**config.mk**
```make
export PLATFORM = sky130hd
export DESIGN_NAME = strobe_port
export DESIGN_NICKNAME = d
export VERILOG_FILES = /design/src/rtl/strobe_port_pkg.sv /design/src/rtl/strobe_port_sync.sv /design/src/rtl/strobe_port_latch.sv /design/src/rtl/strobe_port_srq.sv /design/src/rtl/strobe_port.sv
export SDC_FILE = /design/constraint.sdc
export NUM_CORES = 1
export LEC_CHECK = 0
export ABC_AREA = 1
export BUFFER_PORTS_ARGS = -buffer_cell sky130_fd_sc_hd__buf_4
export CAP_MARGIN = 30
export CORE_UTILIZATION = 51
export CTS_CLUSTER_SIZE = 30
export DETAILED_ROUTE_END_ITERATION = 8
export PLACE_DENSITY = 0.76
export SKIP_CTS_REPAIR_TIMING = 1
export SLEW_MARGIN = 25
export SYNTH_ARGS = -nofsm -noshare
export SYNTH_HDL_FRONTEND = slang
export SYNTH_SLANG_ARGS = --single-unit
```
**constraint.sdc**
```tcl
create_clock -name clk -period 1.2 [get_ports clk]
set_input_delay 0.24 -clock clk [delete_from_list [all_inputs] [get_ports clk]]
set_output_delay 0.24 -clock clk [all_outputs]
set_load 0.05 [all_outputs]
```
**src/rtl/strobe_port_pkg.sv**
```systemverilog
package strobe_port_pkg;

    // control part of the registered state
    typedef struct packed {
        logic stb_prev;   // strobe value of the previous cycle
        logic srq;        // service request, 1 = interrupting
        logic oe;         // registered output enable
        logic irq_n;      // registered interrupt, active low
    } ctl_t;

    localparam ctl_t CTL_RESET = '{stb_prev: 1'b0, srq: 1'b0, oe: 1'b0, irq_n: 1'b1};

    // field positions inside the synchronized input bundle
    localparam int unsigned SYN_SEL_A_N = 0;
    localparam int unsigned SYN_SEL_B   = 1;
    localparam int unsigned SYN_MODE    = 2;
    localparam int unsigned SYN_STROBE  = 3;
    localparam int unsigned SYN_CLR_N   = 4;
    localparam int unsigned SYN_CTL_W   = 5;

endpackage

```
**src/rtl/strobe_port_sync.sv**
```systemverilog
module strobe_port_sync #(
    parameter int unsigned       WIDTH  = 8,
    parameter int unsigned       STAGES = 2,
    parameter logic [WIDTH-1:0]  RST    = '0
) (
    input  logic             clk,
    input  logic             rst_n,
    input  logic [WIDTH-1:0] async_i,
    output logic [WIDTH-1:0] sync_o
);

    logic [WIDTH-1:0] stage_d [STAGES];
    logic [WIDTH-1:0] stage_q [STAGES];

    always_comb begin
        stage_d[0] = async_i;
        for (int i = 1; i < STAGES; i++) begin
            stage_d[i] = stage_q[i-1];
        end
    end

    always_ff @(posedge clk or negedge rst_n) begin
        if (!rst_n) begin
            for (int i = 0; i < STAGES; i++) begin
                stage_q[i] <= RST;
            end
        end else begin
            for (int i = 0; i < STAGES; i++) begin
                stage_q[i] <= stage_d[i];
            end
        end
    end

    assign sync_o = stage_q[STAGES-1];

endmodule

```
**src/rtl/strobe_port_latch.sv**
```systemverilog
module strobe_port_latch #(
    parameter int unsigned DATA_W = 8
) (
    input  logic              load,
    input  logic              clr_n,
    input  logic [DATA_W-1:0] din,
    input  logic [DATA_W-1:0] cur,
    output logic [DATA_W-1:0] nxt
);

    // transparent while load is high; clear only acts when closed
    always_comb begin
        if (load) begin
            nxt = din;
        end else if (!clr_n) begin
            nxt = '0;
        end else begin
            nxt = cur;
        end
    end

endmodule

```
**src/rtl/strobe_port_srq.sv**
```systemverilog
module strobe_port_srq (
    input  logic sel,
    input  logic clr_n,
    input  logic stb_fall,
    input  logic cur,
    output logic nxt
);

    // select and clear both dominate a coincident strobe fall
    always_comb begin
        if (sel || !clr_n) begin
            nxt = 1'b0;
        end else if (stb_fall) begin
            nxt = 1'b1;
        end else begin
            nxt = cur;
        end
    end

endmodule

```
**src/rtl/strobe_port.sv**
```systemverilog
module strobe_port
    import strobe_port_pkg::*;
#(
    parameter int unsigned DATA_W      = 8,
    parameter int unsigned SYNC_STAGES = 2
) (
    input  logic              clk,
    input  logic              rst_n,
    input  logic              sel_a_n,
    input  logic              sel_b,
    input  logic              mode,
    input  logic              strobe,
    input  logic              clr_n,
    input  logic [DATA_W-1:0] din,
    output logic [DATA_W-1:0] dout,
    output logic              dout_oe,
    output logic              irq_n
);

    localparam int unsigned SW = DATA_W + SYN_CTL_W;
    localparam logic [SW-1:0] SYN_RST = {{DATA_W{1'b0}}, 5'b10001};

    logic [SW-1:0]     raw_bus;
    logic [SW-1:0]     syn_bus;
    logic              sel_a_n_s;
    logic              sel_b_s;
    logic              mode_s;
    logic              strobe_s;
    logic              clr_n_s;
    logic [DATA_W-1:0] din_s;

    logic              selected;
    logic              load;
    logic              stb_fall;
    logic [DATA_W-1:0] data_nxt;
    logic              srq_nxt;

    ctl_t              ctl_d;
    ctl_t              ctl_q;
    logic [DATA_W-1:0] data_d;
    logic [DATA_W-1:0] data_q;

    assign raw_bus = {din, clr_n, strobe, mode, sel_b, sel_a_n};

    strobe_port_sync #(
        .WIDTH  (SW),
        .STAGES (SYNC_STAGES),
        .RST    (SYN_RST)
    ) sync_i (
        .clk     (clk),
        .rst_n   (rst_n),
        .async_i (raw_bus),
        .sync_o  (syn_bus)
    );

    assign sel_a_n_s = syn_bus[SYN_SEL_A_N];
    assign sel_b_s   = syn_bus[SYN_SEL_B];
    assign mode_s    = syn_bus[SYN_MODE];
    assign strobe_s  = syn_bus[SYN_STROBE];
    assign clr_n_s   = syn_bus[SYN_CLR_N];
    assign din_s     = syn_bus[SW-1:SYN_CTL_W];

    assign selected = !sel_a_n_s && sel_b_s;
    assign load     = mode_s ? selected : strobe_s;
    assign stb_fall = ctl_q.stb_prev && !strobe_s;

    strobe_port_latch #(
        .DATA_W (DATA_W)
    ) latch_i (
        .load  (load),
        .clr_n (clr_n_s),
        .din   (din_s),
        .cur   (data_q),
        .nxt   (data_nxt)
    );

    strobe_port_srq srq_i (
        .sel      (selected),
        .clr_n    (clr_n_s),
        .stb_fall (stb_fall),
        .cur      (ctl_q.srq),
        .nxt      (srq_nxt)
    );

    always_comb begin
        ctl_d          = ctl_q;
        data_d         = data_nxt;
        ctl_d.stb_prev = strobe_s;
        ctl_d.srq      = srq_nxt;
        ctl_d.oe       = mode_s || selected;
        ctl_d.irq_n    = !(srq_nxt || selected);
    end

    always_ff @(posedge clk or negedge rst_n) begin
        if (!rst_n) begin
            ctl_q  <= CTL_RESET;
            data_q <= '0;
        end else begin
            ctl_q  <= ctl_d;
            data_q <= data_d;
        end
    end

    assign dout    = data_q;
    assign dout_oe = ctl_q.oe;
    assign irq_n   = ctl_q.irq_n;

endmodule

```
==> impl_metrics.yaml, run 1 <==
status:
  outcome: "complete, but fails checks"
  violated_checks: "negative setup slack"
cts:
  cts-root-to-sink-buffers: 2
  cts_buffers: 5
  tritoncts: "done"
  clkSinkCount: 38
  cts.htree.levels: 2
  clk_latency_ps: 320
  path_clk_slew_ps: 100
  root_buffer: "sky130_fd_sc_hd__clkbuf_4"
synthesis:
  synthDominantAreaCellType: "sky130_fd_sc_hd__dfrtp_1"
  ys_seq_elements: 38
  ys_warn_count: 0
  syn-cell-area_mm2: 0.001156
  synth_flop_cell: "sky130_fd_sc_hd__dfrtp_1"
  yosysSeqAreaShare_pct: 82.79
  mappedNetlistNets: 91
  synth_area_leaders: "sky130_fd_sc_hd__dfrtp_1, sky130_fd_sc_hd__dfstp_2, sky130_fd_sc_hd__nand2_1"
  synth.avg_cell_area_um2: 15.21
  async_flop_share_pct: 100.0
  number_of_flops_mapped_to_enable_cells_by_yosys: 0
  distinct_cell_type_count_of_the_synthesized_netlist: 13
  synth_top_area_share_pct: 71.43
  netlist_top_cells_count: "sky130_fd_sc_hd__dfrtp_1, sky130_fd_sc_hd__nand2_1, sky130_fd_sc_hd__nand4_1"
  synth_most_common_cell: "sky130_fd_sc_hd__dfrtp_1"
  netlist_instances: 76
cells_and_area:
  antenna_diode_count: 0
  n_fill_cell: 133
  layout-drive-gt1-share_pct: 33.61
  syn2layout_area_growth_pct: 36.69
  final-seq-area_um2: 957.2
  multiInputGateArea_um2: 178.9
  postLayoutCellArea_mm2: 0.001580
  net_count_of_the_finished_layout: 136
worst_setup_path:
  worstSetupStartpointType: "register"
  reg2reg_from: "sync_i.sync_o[0]"
  worstSetupEndpointType: "primary output"
  crit_family: "flip-flops"
  required_ps: 960
  worst_path_max_delay_cell: "sky130_fd_sc_hd__dfstp_2"
  critPathArrivalTime_ps: 1010
  regToRegEndpoint: "dout[3]"
  worst-r2r-cell-count: 5
  path_buf_inv: 1
  worstSetupPathType: "reg -> out"
  critical_path_peak_fanout: 1
  critical_path.max_stage_delay_ps: 540
  reg2reg_setup_slack_ps: 160
  cp_cell_instances: "buf_6"
sta:
  finalMaxSlewViolations: 0
  achievable-frequency_mhz: 797.3
  layout_min_cycle_time_ps: 1254
  final_min_period_over_clock_period_pct: 104.5
  max_slew_margin_pct: 70.99
  setup_viol_count_final: 1
  max_slew.worst_pin.slew_ps: 435.2
  worst_clock_skew_ps: 4.239
  setup_tns_ps: -54.24
  timing.final.hold_violations: 0
  rsz0062_at_grt: "yes"
  post-route-worst-setup-slack_ps: -54.24
job:
  max_cap_violations: 0
die:
  placeableCoreArea_mm2: 0.002042
  dieArea_mm2: 0.002461
  start_util_pct: 56.62
  die_h_um: 49.61
  die-width_um: 49.61
  top_level_ports: 25
  num_rows: 16
min_path:
  timing.hold.worst_path_depth: 0
  beginning_of_the_worst_hold_path: "sync_i.stage_d[1]"
  holdCritPathClass: "reg -> reg"
  whs_endpoint: "sync_i.sync_o[1]"
global_route:
  global_route.overflow_total: 0
  global_route_wire_length_before_repair_mm: 2.518
  gr_util_met3_pct: 5.556
  grt-busiest-layer: "met2"
  met2_usage_pct: 22.75
  grt_util_all_layers_pct: 15.12
  grt_start_max_net_pins: 39
  met1_track_demand_over_resource_pct: 17.57
  number_of_antenna_violations_at_the_first_check_in_global_routing: 0
  grt_pass1_vias: 603
route:
  initialDrtViolationCount: 5
  route.final.wire_length_mm: 1.701
  drt-wirelength-per-cell_um: 11.42
  antenna_violating_nets_post_route: 0
  avgViaCountPerCell: 4.638
  drtPass1Iterations: 4
  detailroute.via_count: 691
  drcViolationCount: 0
power_and_ir_drop:
  power_density_mw_per_mm2: 1490
  vdd_ir_drop_max_mv: 1.041
  power.leakage_nw: 0.7816
placed_design:
  post_detailed_placement_cell_area_mm2: 0.001365
  post-dp-hpwl_mm: 1.091
  place.gp.congestion: 0.7901
  port_buffers: 24
## kinds of logic after synthesis
family	Yosys count	share of synthesized area, %
AND/OR/NAND/NOR	30	13.96
flip-flops	38	82.79
buffers and inverters	5	1.731
AO/OA/AOI/OAI	3	1.515
## power by group
group | total, W | switching, W | internal, W | leakage, nW
Clock | 0.000647 | 0.000363 | 0.000284 | 0.0353
Combinational | 0.000306 | 0.000184 | 0.000122 | 0.298
Sequential | 0.00140 | 0.0000380 | 0.00136 | 0.449
## stage by stage
step | worst slack (ps) | cells | hold slack, ps | power, W | util [%]
final | -54.24 | 149 | 353.5 | 0.002354 | 77.39
after global routing | -96.40 | 149 | 367.3 | 0.002470 | 77.39
after CTS | -107.4 | 134 | -151.6 | 0.002340 | 69.79
after detailed placement | 170.1 | 126 | 218.5 | 0.001690 | 66.85
after global placement | 201.6 | 126 | 211.7 | 0.001681 | 66.85
after floorplan | 238.7 | 76 | -55.59 | 0.001568 | -
## cell usage in the layout, fill, tap and decap left out, drive strengths merged, types with 2 or more instances in the layout
| cell type | netlist | final |
|---|---|---|
| dfrtp | 33 | 33 |
| buf | 0 | 25 |
| nand2 | 19 | 19 |
| dlygate4sd3 | 0 | 14 |
| nand4 | 8 | 8 |
| clkbuf | 1 | 7 |
| dfstp | 5 | 5 |
| inv | 4 | 4 |
| nor2 | 2 | 2 |
## worst max path at each step
stage               cells after the start       to  slack, ps             start
floorplan                               5  dout[0]        240  sync_i.sync_o[0]
global placement                        5  dout[4]        200  sync_i.sync_o[0]
detailed placement                      5  dout[2]        170  sync_i.sync_o[0]
CTS                                     1    irq_n       -110             irq_n
global route                            1    irq_n       -100             irq_n
finish                                  1    irq_n        -50             irq_n
## state kept, by name (all words and copies together) (netlist names)
name            flops
sync_i.stage_d     13
sync_i.sync_o      13
ctl_q               2
dout_oe             1
dout                8
irq_n               1
## area by class of cell
cell class / instances / share of cell area [%]
flip-flops and latches: 38 / 60.57
clock inverters: 1 / 0.3167
inverters: 4 / 0.9501
multi-input cells: 33 / 11.32
repair buffers: 39 / 21.22
well taps: 27 / 2.138
clock buffers: 7 / 3.484
## per-layer routing
metal  part of all wire, %  wire (um)
met5                     0          0
met4                     0          0
met3                   5.2         88
met2                    54        912
met1                    41        699
Power figures use the tool's default switching activity.
==> run 2, diff against run 1 <==
--- a/config.mk
+++ b/config.mk
@@ -12,6 +12,7 @@
 export CTS_CLUSTER_SIZE = 30
 export DETAILED_ROUTE_END_ITERATION = 8
 export PLACE_DENSITY = 0.76
+export SETUP_SLACK_MARGIN = 0.4
 export SKIP_CTS_REPAIR_TIMING = 1
 export SLEW_MARGIN = 25
 export SYNTH_ARGS = -nofsm -noshare
==> run 2 against run 1 <==
The flow finishes with violations (negative hold slack, negative setup slack); sequential cell count stayed put; global-route usage is 0.91 points lower; register-to-register slack got worse by 60 ps; hold slack got worse by 530 ps; setup slack improved by 1.9 ps; utilization up 8.0 points; wire length up 49%; clock power decreased by 5.1%; critical path depth unchanged; critical endpoint unchanged; highest routed layer is now met4.
==> impl_metrics.yaml, run 2 (synthesis results as in run 1) <==
status:
  outcome: "complete, but fails checks"
  violated_checks: "negative hold slack, negative setup slack"
route:
  drtPass1Iterations: 4
  detailroute.via_count: 819
  route.final.wire_length_mm: 2.531
  drt-wirelength-per-cell_um: 16.33
  drcViolationCount: 0
  avgViaCountPerCell: 5.284
  initialDrtViolationCount: 25
  antenna_violating_nets_post_route: 0
cts:
  clkSinkCount: 38
  tritoncts: "done"
  cts-root-to-sink-buffers: 2
  root_buffer: "sky130_fd_sc_hd__clkbuf_4"
  cts_buffers: 5
  cts.htree.levels: 2
  path_clk_slew_ps: 110
  clk_latency_ps: 330
sta:
  final_min_period_over_clock_period_pct: 104.4
  post-route-worst-setup-slack_ps: -52.32
  hold-worst-slack_ps: -171.8
  rsz0062_at_grt: "yes"
  setup_tns_ps: -52.32
  layout_min_cycle_time_ps: 1252
  setup_viol_count_final: 1
  timing.final.hold_violations: 33
  max_slew_margin_pct: 70.92
  achievable-frequency_mhz: 798.5
  max_slew.worst_pin.slew_ps: 436.3
  worst_clock_skew_ps: 15.47
  finalMaxSlewViolations: 0
worst_setup_path:
  critical_path.max_stage_delay_ps: 540
  worstSetupPathType: "reg -> out"
  reg2reg_setup_slack_ps: 100
  regToRegEndpoint: "dout[0]"
  timing.critical_path.depth: 1
  critical_path_peak_fanout: 1
  crit_family: "flip-flops"
  path_buf_inv: 1
  crit_path_end: "irq_n"
  critPathArrivalTime_ps: 1010
  critical_path.startpoint: "irq_n"
  worst-r2r-cell-count: 5
  cp_cell_instances: "buf_6"
  worstSetupEndpointType: "primary output"
  worstSetupStartpointType: "register"
  worst_path_max_delay_cell: "sky130_fd_sc_hd__dfstp_2"
  reg2reg_from: "sync_i.sync_o[0]"
  required_ps: 960
cells_and_area:
  layout.cells.most_common: "sky130_fd_sc_hd__dfrtp_1"
  syn2layout_area_growth_pct: 50.87
  n_fill_cell: 106
  net_count_of_the_finished_layout: 142
  antenna_diode_count: 0
  layout-drive-gt1-share_pct: 55.47
  commonest_cells_after_routing_fill_and_taps_aside: "sky130_fd_sc_hd__dfrtp_1, sky130_fd_sc_hd__buf_4, sky130_fd_sc_hd__dlygate4sd3_1"
global_route:
  grt_start_max_net_pins: 39
  number_of_antenna_violations_at_the_first_check_in_global_routing: 0
  global_route.overflow_total: 0
  grt_pass1_vias: 593
  grt_util_all_layers_pct: 14.22
  global_route_wire_length_before_repair_mm: 2.421
die:
  die-width_um: 49.61
  top_level_ports: 25
  start_util_pct: 56.62
  placeableCoreArea_mm2: 0.002042
  dieArea_mm2: 0.002461
  num_rows: 16
  die_h_um: 49.61
power_and_ir_drop:
  net-switching-power_w: 0.0006644
  vdd_ir_drop_max_mv: 1.213
  power_density_mw_per_mm2: 1398
  power.leakage_nw: 0.8280
  sequentialPowerShare_pct: 58.4
  power.share.switching_pct: 27.25
  internal_power_w: 0.001774
  p_clk_share_pct: 25.2
  comb_power_share_pct: 16.4
  total_power_w: 0.002439
placed_design:
  port_buffers: 24
  post_place_setup_slack_ps: 189.0
  place.gp.congestion: 0.8182
  post-dp-hpwl_mm: 1.015
min_path:
  holdCritPathClass: "in -> async"
job:
  max_cap_violations: 0
-- run 2: cell count changes in the layout (fill, tap and decap cells not counted), moves of 3 or more --
cell	previous run	this run
sky130_fd_sc_hd__buf_4	23	20
sky130_fd_sc_hd__buf_8	0	9
sky130_fd_sc_hd__dfrtp_1	33	24
sky130_fd_sc_hd__dfrtp_2	0	9
sky130_fd_sc_hd__nand2_1	17	7
sky130_fd_sc_hd__nand2_2	0	9
-- run 2: power by group through the flow --
| stage | logic, W | registers [W] | clock network [W] |
|---|---|---|---|
| after global routing | 0.000421 | 0.00143 | 0.000692 |
| after global placement | 0.000257 | 0.00143 | 0 |
| final | 0.000400 | 0.00142 | 0.000614 |
| after CTS | 0.000263 | 0.00140 | 0.000610 |
| after detailed placement | 0.000263 | 0.00143 | 0 |
| after floorplan | 0.0000541 | 0.00152 | 0 |
-- run 2: per-stage QoR --
step	instance area, um^2	util [%]	cells
2_1_floorplan	1176	-	76
3_3_place_gp	1376	67.40	126
3_5_place_dp	1376	67.40	126
4_1_cts	1428	69.91	134
5_1_grt	1744	85.42	155
6_report	1744	85.42	155
-- run 2: cell type report --
type | instances | area [um^2] | share of cell area, %
multi-input combinational | 34 | 237.7 | 13.63
clock buffer | 6 | 41.29 | 2.367
clock inverter | 2 | 10.01 | 0.5739
sequential | 38 | 968.4 | 55.52
tap | 27 | 33.78 | 1.937
inverter | 4 | 15.01 | 0.8608
timing repair buffer | 44 | 437.9 | 25.11
-- run 2: worst min path at each step --
stage	from	to	slack, ps
4_1_cts	rst_n	sync_i.sync_o[11]	-150
3_5_place_dp	rst_n	ctl_q[3]	210
2_1_floorplan	rst_n	ctl_q[2]	-60
5_1_grt	rst_n	dout[2]	-150
6_report	rst_n	dout[2]	-170
3_3_place_gp	rst_n	ctl_q[3]	210
-- run 2: per-layer routing --
layer	GRT usage (%)	up-vias	part of all wire, %
li1	-	351	-
met1	17.29	407	36
met2	20.72	51	54
met3	5.556	10	6.0
met4	10.00	0	4.1
met5	0	-	0
==> run 3, diff against run 2 <==
--- a/config.mk
+++ b/config.mk
@@ -5,13 +5,12 @@
 export SDC_FILE = /design/constraint.sdc
 export NUM_CORES = 1
 export LEC_CHECK = 0
-export ABC_AREA = 1
 export BUFFER_PORTS_ARGS = -buffer_cell sky130_fd_sc_hd__buf_4
 export CAP_MARGIN = 30
 export CORE_UTILIZATION = 51
 export CTS_CLUSTER_SIZE = 30
 export DETAILED_ROUTE_END_ITERATION = 8
-export PLACE_DENSITY = 0.76
+export PLACE_DENSITY = 0.75
 export SETUP_SLACK_MARGIN = 0.4
 export SKIP_CTS_REPAIR_TIMING = 1
 export SLEW_MARGIN = 25
==> run 3 against run 2 <==
The flow finishes with violations (negative setup slack); register-to-register slack got worse by 100 ps; area after synthesis increased by 2.2%; final area decreased by 1.2%; clock-buffer cell count increased by 1; hold slack improved by 530 ps; first-iteration DRC count decreased by 84%; combinational power decreased by 6.8%; critical endpoint unchanged; largest cell class unchanged.
==> impl_metrics.yaml, run 3 <==
min_path:
  whs_endpoint: "sync_i.sync_o[8]"
  beginning_of_the_worst_hold_path: "sync_i.stage_d[8]"
  holdCritPathClass: "reg -> reg"
  timing.hold.worst_path_depth: 0
cells_and_area:
  commonest_cells_after_routing_fill_and_taps_aside: "sky130_fd_sc_hd__dfrtp_1, sky130_fd_sc_hd__buf_4, sky130_fd_sc_hd__o21ai_2"
  syn2layout_area_growth_pct: 45.87
  multiInputGateArea_um2: 251.5
  n_fill_cell: 132
  finish.cell_count_without_fillers: 152
  antenna_diode_count: 0
  final-seq-area_um2: 958.4
  net_count_of_the_finished_layout: 138
  layout-drive-gt1-share_pct: 51.61
  layout.cells.most_common: "sky130_fd_sc_hd__dfrtp_1"
worst_setup_path:
  reg2reg_from: "sync_i.sync_o[0]"
  worst_path_max_delay_cell: "sky130_fd_sc_hd__dfstp_2"
  crit_family: "flip-flops"
  path_buf_inv: 1
  worst-r2r-cell-count: 4
  worstSetupStartpointType: "register"
  worstSetupEndpointType: "primary output"
  critPathArrivalTime_ps: 1000
  cp_cell_instances: "buf_6"
  critical_path.max_stage_delay_ps: 530
  worstSetupPathType: "reg -> out"
  critical_path_peak_fanout: 1
  required_ps: 960
  reg2reg_setup_slack_ps: 0
  regToRegEndpoint: "dout[4]"
die:
  placeableCoreArea_mm2: 0.002191
  start_util_pct: 53.91
  num_rows: 17
  die_h_um: 50.13
  top_level_ports: 25
  die-width_um: 50.13
  dieArea_mm2: 0.002513
sta:
  hold-worst-slack_ps: 354.3
  worst_clock_skew_ps: 6.561
  layout_min_cycle_time_ps: 1239
  finalMaxSlewViolations: 0
  max_slew_margin_pct: 71.32
  rsz0062_at_grt: "yes"
  final_min_period_over_clock_period_pct: 103.2
  setup_viol_count_final: 1
  achievable-frequency_mhz: 807.2
  post-route-worst-setup-slack_ps: -38.80
  timing.final.hold_violations: 0
  max_slew.worst_pin.slew_ps: 430.3
synthesis:
  ys_warn_count: 0
  synth_most_common_cell: "sky130_fd_sc_hd__dfrtp_1"
  number_of_flops_mapped_to_enable_cells_by_yosys: 0
  mappedNetlistNets: 89
  yosysSeqAreaShare_pct: 81.04
  synth.avg_cell_area_um2: 15.96
  synth_area_leaders: "sky130_fd_sc_hd__dfrtp_1, sky130_fd_sc_hd__dfstp_2, sky130_fd_sc_hd__o21ai_2"
  syn-cell-area_mm2: 0.001181
  netlist_instances: 74
  synth_top_area_share_pct: 69.92
  netlist_top_cells_count: "sky130_fd_sc_hd__dfrtp_1, sky130_fd_sc_hd__o21ai_0, sky130_fd_sc_hd__nand2_1, sky130_fd_sc_hd__o21ai_2, sky130_fd_sc_hd__dfstp_2"
  async_flop_share_pct: 100.0
  synthDominantAreaCellType: "sky130_fd_sc_hd__dfrtp_1"
  ys_seq_elements: 38
  distinct_cell_type_count_of_the_synthesized_netlist: 12
  synth_flop_cell: "sky130_fd_sc_hd__dfrtp_1"
placed_design:
  place.gp.congestion: 0.7822
  post-place-cells: 125
  post-dp-hpwl_um: 985.1
  port_buffers: 24
route:
  drcViolationCount: 0
  antenna_violating_nets_post_route: 0
  initialDrtViolationCount: 4
  avgViaCountPerCell: 4.592
  drtPass1Iterations: 3
  drt-wirelength-per-cell_um: 10.64
  detailroute.via_count: 698
  route.final.wire_length_mm: 1.618
cts:
  cts.htree.levels: 2
  path_clk_slew_ps: 100
  clkSinkCount: 38
  root_buffer: "sky130_fd_sc_hd__clkbuf_4"
  clk_latency_ps: 320
  cts_buffers: 5
  cts-root-to-sink-buffers: 2
  tritoncts: "done"
global_route:
  met2_usage_pct: 21.11
  global_route_wire_length_before_repair_mm: 2.504
  grt_util_all_layers_pct: 15.11
  grt_pass1_vias: 586
  global_route.overflow_total: 0
  grt_start_max_net_pins: 39
  gr_util_met3_pct: 9.259
  number_of_antenna_violations_at_the_first_check_in_global_routing: 0
  met1_track_demand_over_resource_pct: 17.71
  grt-busiest-layer: "met2"
status:
  violated_checks: "negative setup slack"
  outcome: "complete, but fails checks"
power_and_ir_drop:
  power.leakage_nw: 0.7923
  vdd_ir_drop_max_mv: 1.205
  power_density_mw_per_mm2: 1402
job:
  max_cap_violations: 0
==> run 3: cell count changes in the layout (fill, tap and decap cells not counted), sizes merged, moves of 2 or more <==
cell    before  now
nor2b        0    3
inv          4    0
nor2         2    0
nand4        8    0
nand3        2    0
o21ai        1   17
nand2       19    8
nand2b       0    2
==> run 3: how the worst max path moves through the flow <==
| stage | start | endpoint | slack, ps | cells past startpoint |
|---|---|---|---|---|
| 3_3_place_gp | sync_i.sync_o[0] | dout[2] | -70 | 3 |
| 2_1_floorplan | sync_i.sync_o[0] | dout[0] | -120 | 5 |
| 5_1_grt | irq_n | irq_n | -90 | 1 |
| 4_1_cts | sync_i.sync_o[0] | dout[3] | -120 | 3 |
| 6_report | irq_n | irq_n | -40 | 1 |
| 3_5_place_dp | sync_i.sync_o[0] | dout[3] | -110 | 3 |
==> run 3: cell families (layout without fill, tap and decap cells) <==
group	Yosys count	count (layout)	synth area share, %
AOI/OAI and AO/OA	17	17	9.746
buffers and inverters	3	53	2.224
DFF	38	38	81.04
and+or+nand+nor	16	16	6.992
==> run 3: power by group <==
| part | internal (W) | total (W) | switching (W) |
|---|---|---|---|
| sequential | 0.00136 | 0.00140 | 0.0000396 |
| clock | 0.000284 | 0.000639 | 0.000355 |
| combinational | 0.000174 | 0.000373 | 0.000199 |
| total | 0.00182 | 0.00242 | 0.000594 |
==> run 3: final cells by class <==
class                      instances  share of cell area [%]
clock inverter                     1                  0.2905
tap                               28                   2.033
multi-input combinational         33                   14.60
timing repair buffer              45                   24.26
sequential                        38                   55.63
clock buffer                       7                   3.195
==> run 3: layer usage <==
metal,vias up,share of wire (%)
met4,0,2.6
li1,338,-
met5,-,0
met3,5,4.4
met2,20,53
met1,335,40
==> run 3: per-stage QoR <==
step / util (%) / total power, W / setup slack (ps) / cell area [um^2] / setup TNS, ps
floorplan: - / 0.001585 / -115.0 / 1196 / -920.0
global placement: 63.45 / 0.001688 / -67.41 / 1390 / -534.3
detailed placement: 63.45 / 0.001697 / -109.8 / 1390 / -811.9
CTS: 66.19 / 0.002333 / -124.5 / 1450 / -1018
global route: 78.64 / 0.002542 / -88.28 / 1723 / -601.6
finish: 78.64 / 0.002415 / -38.80 / 1723 / -38.80
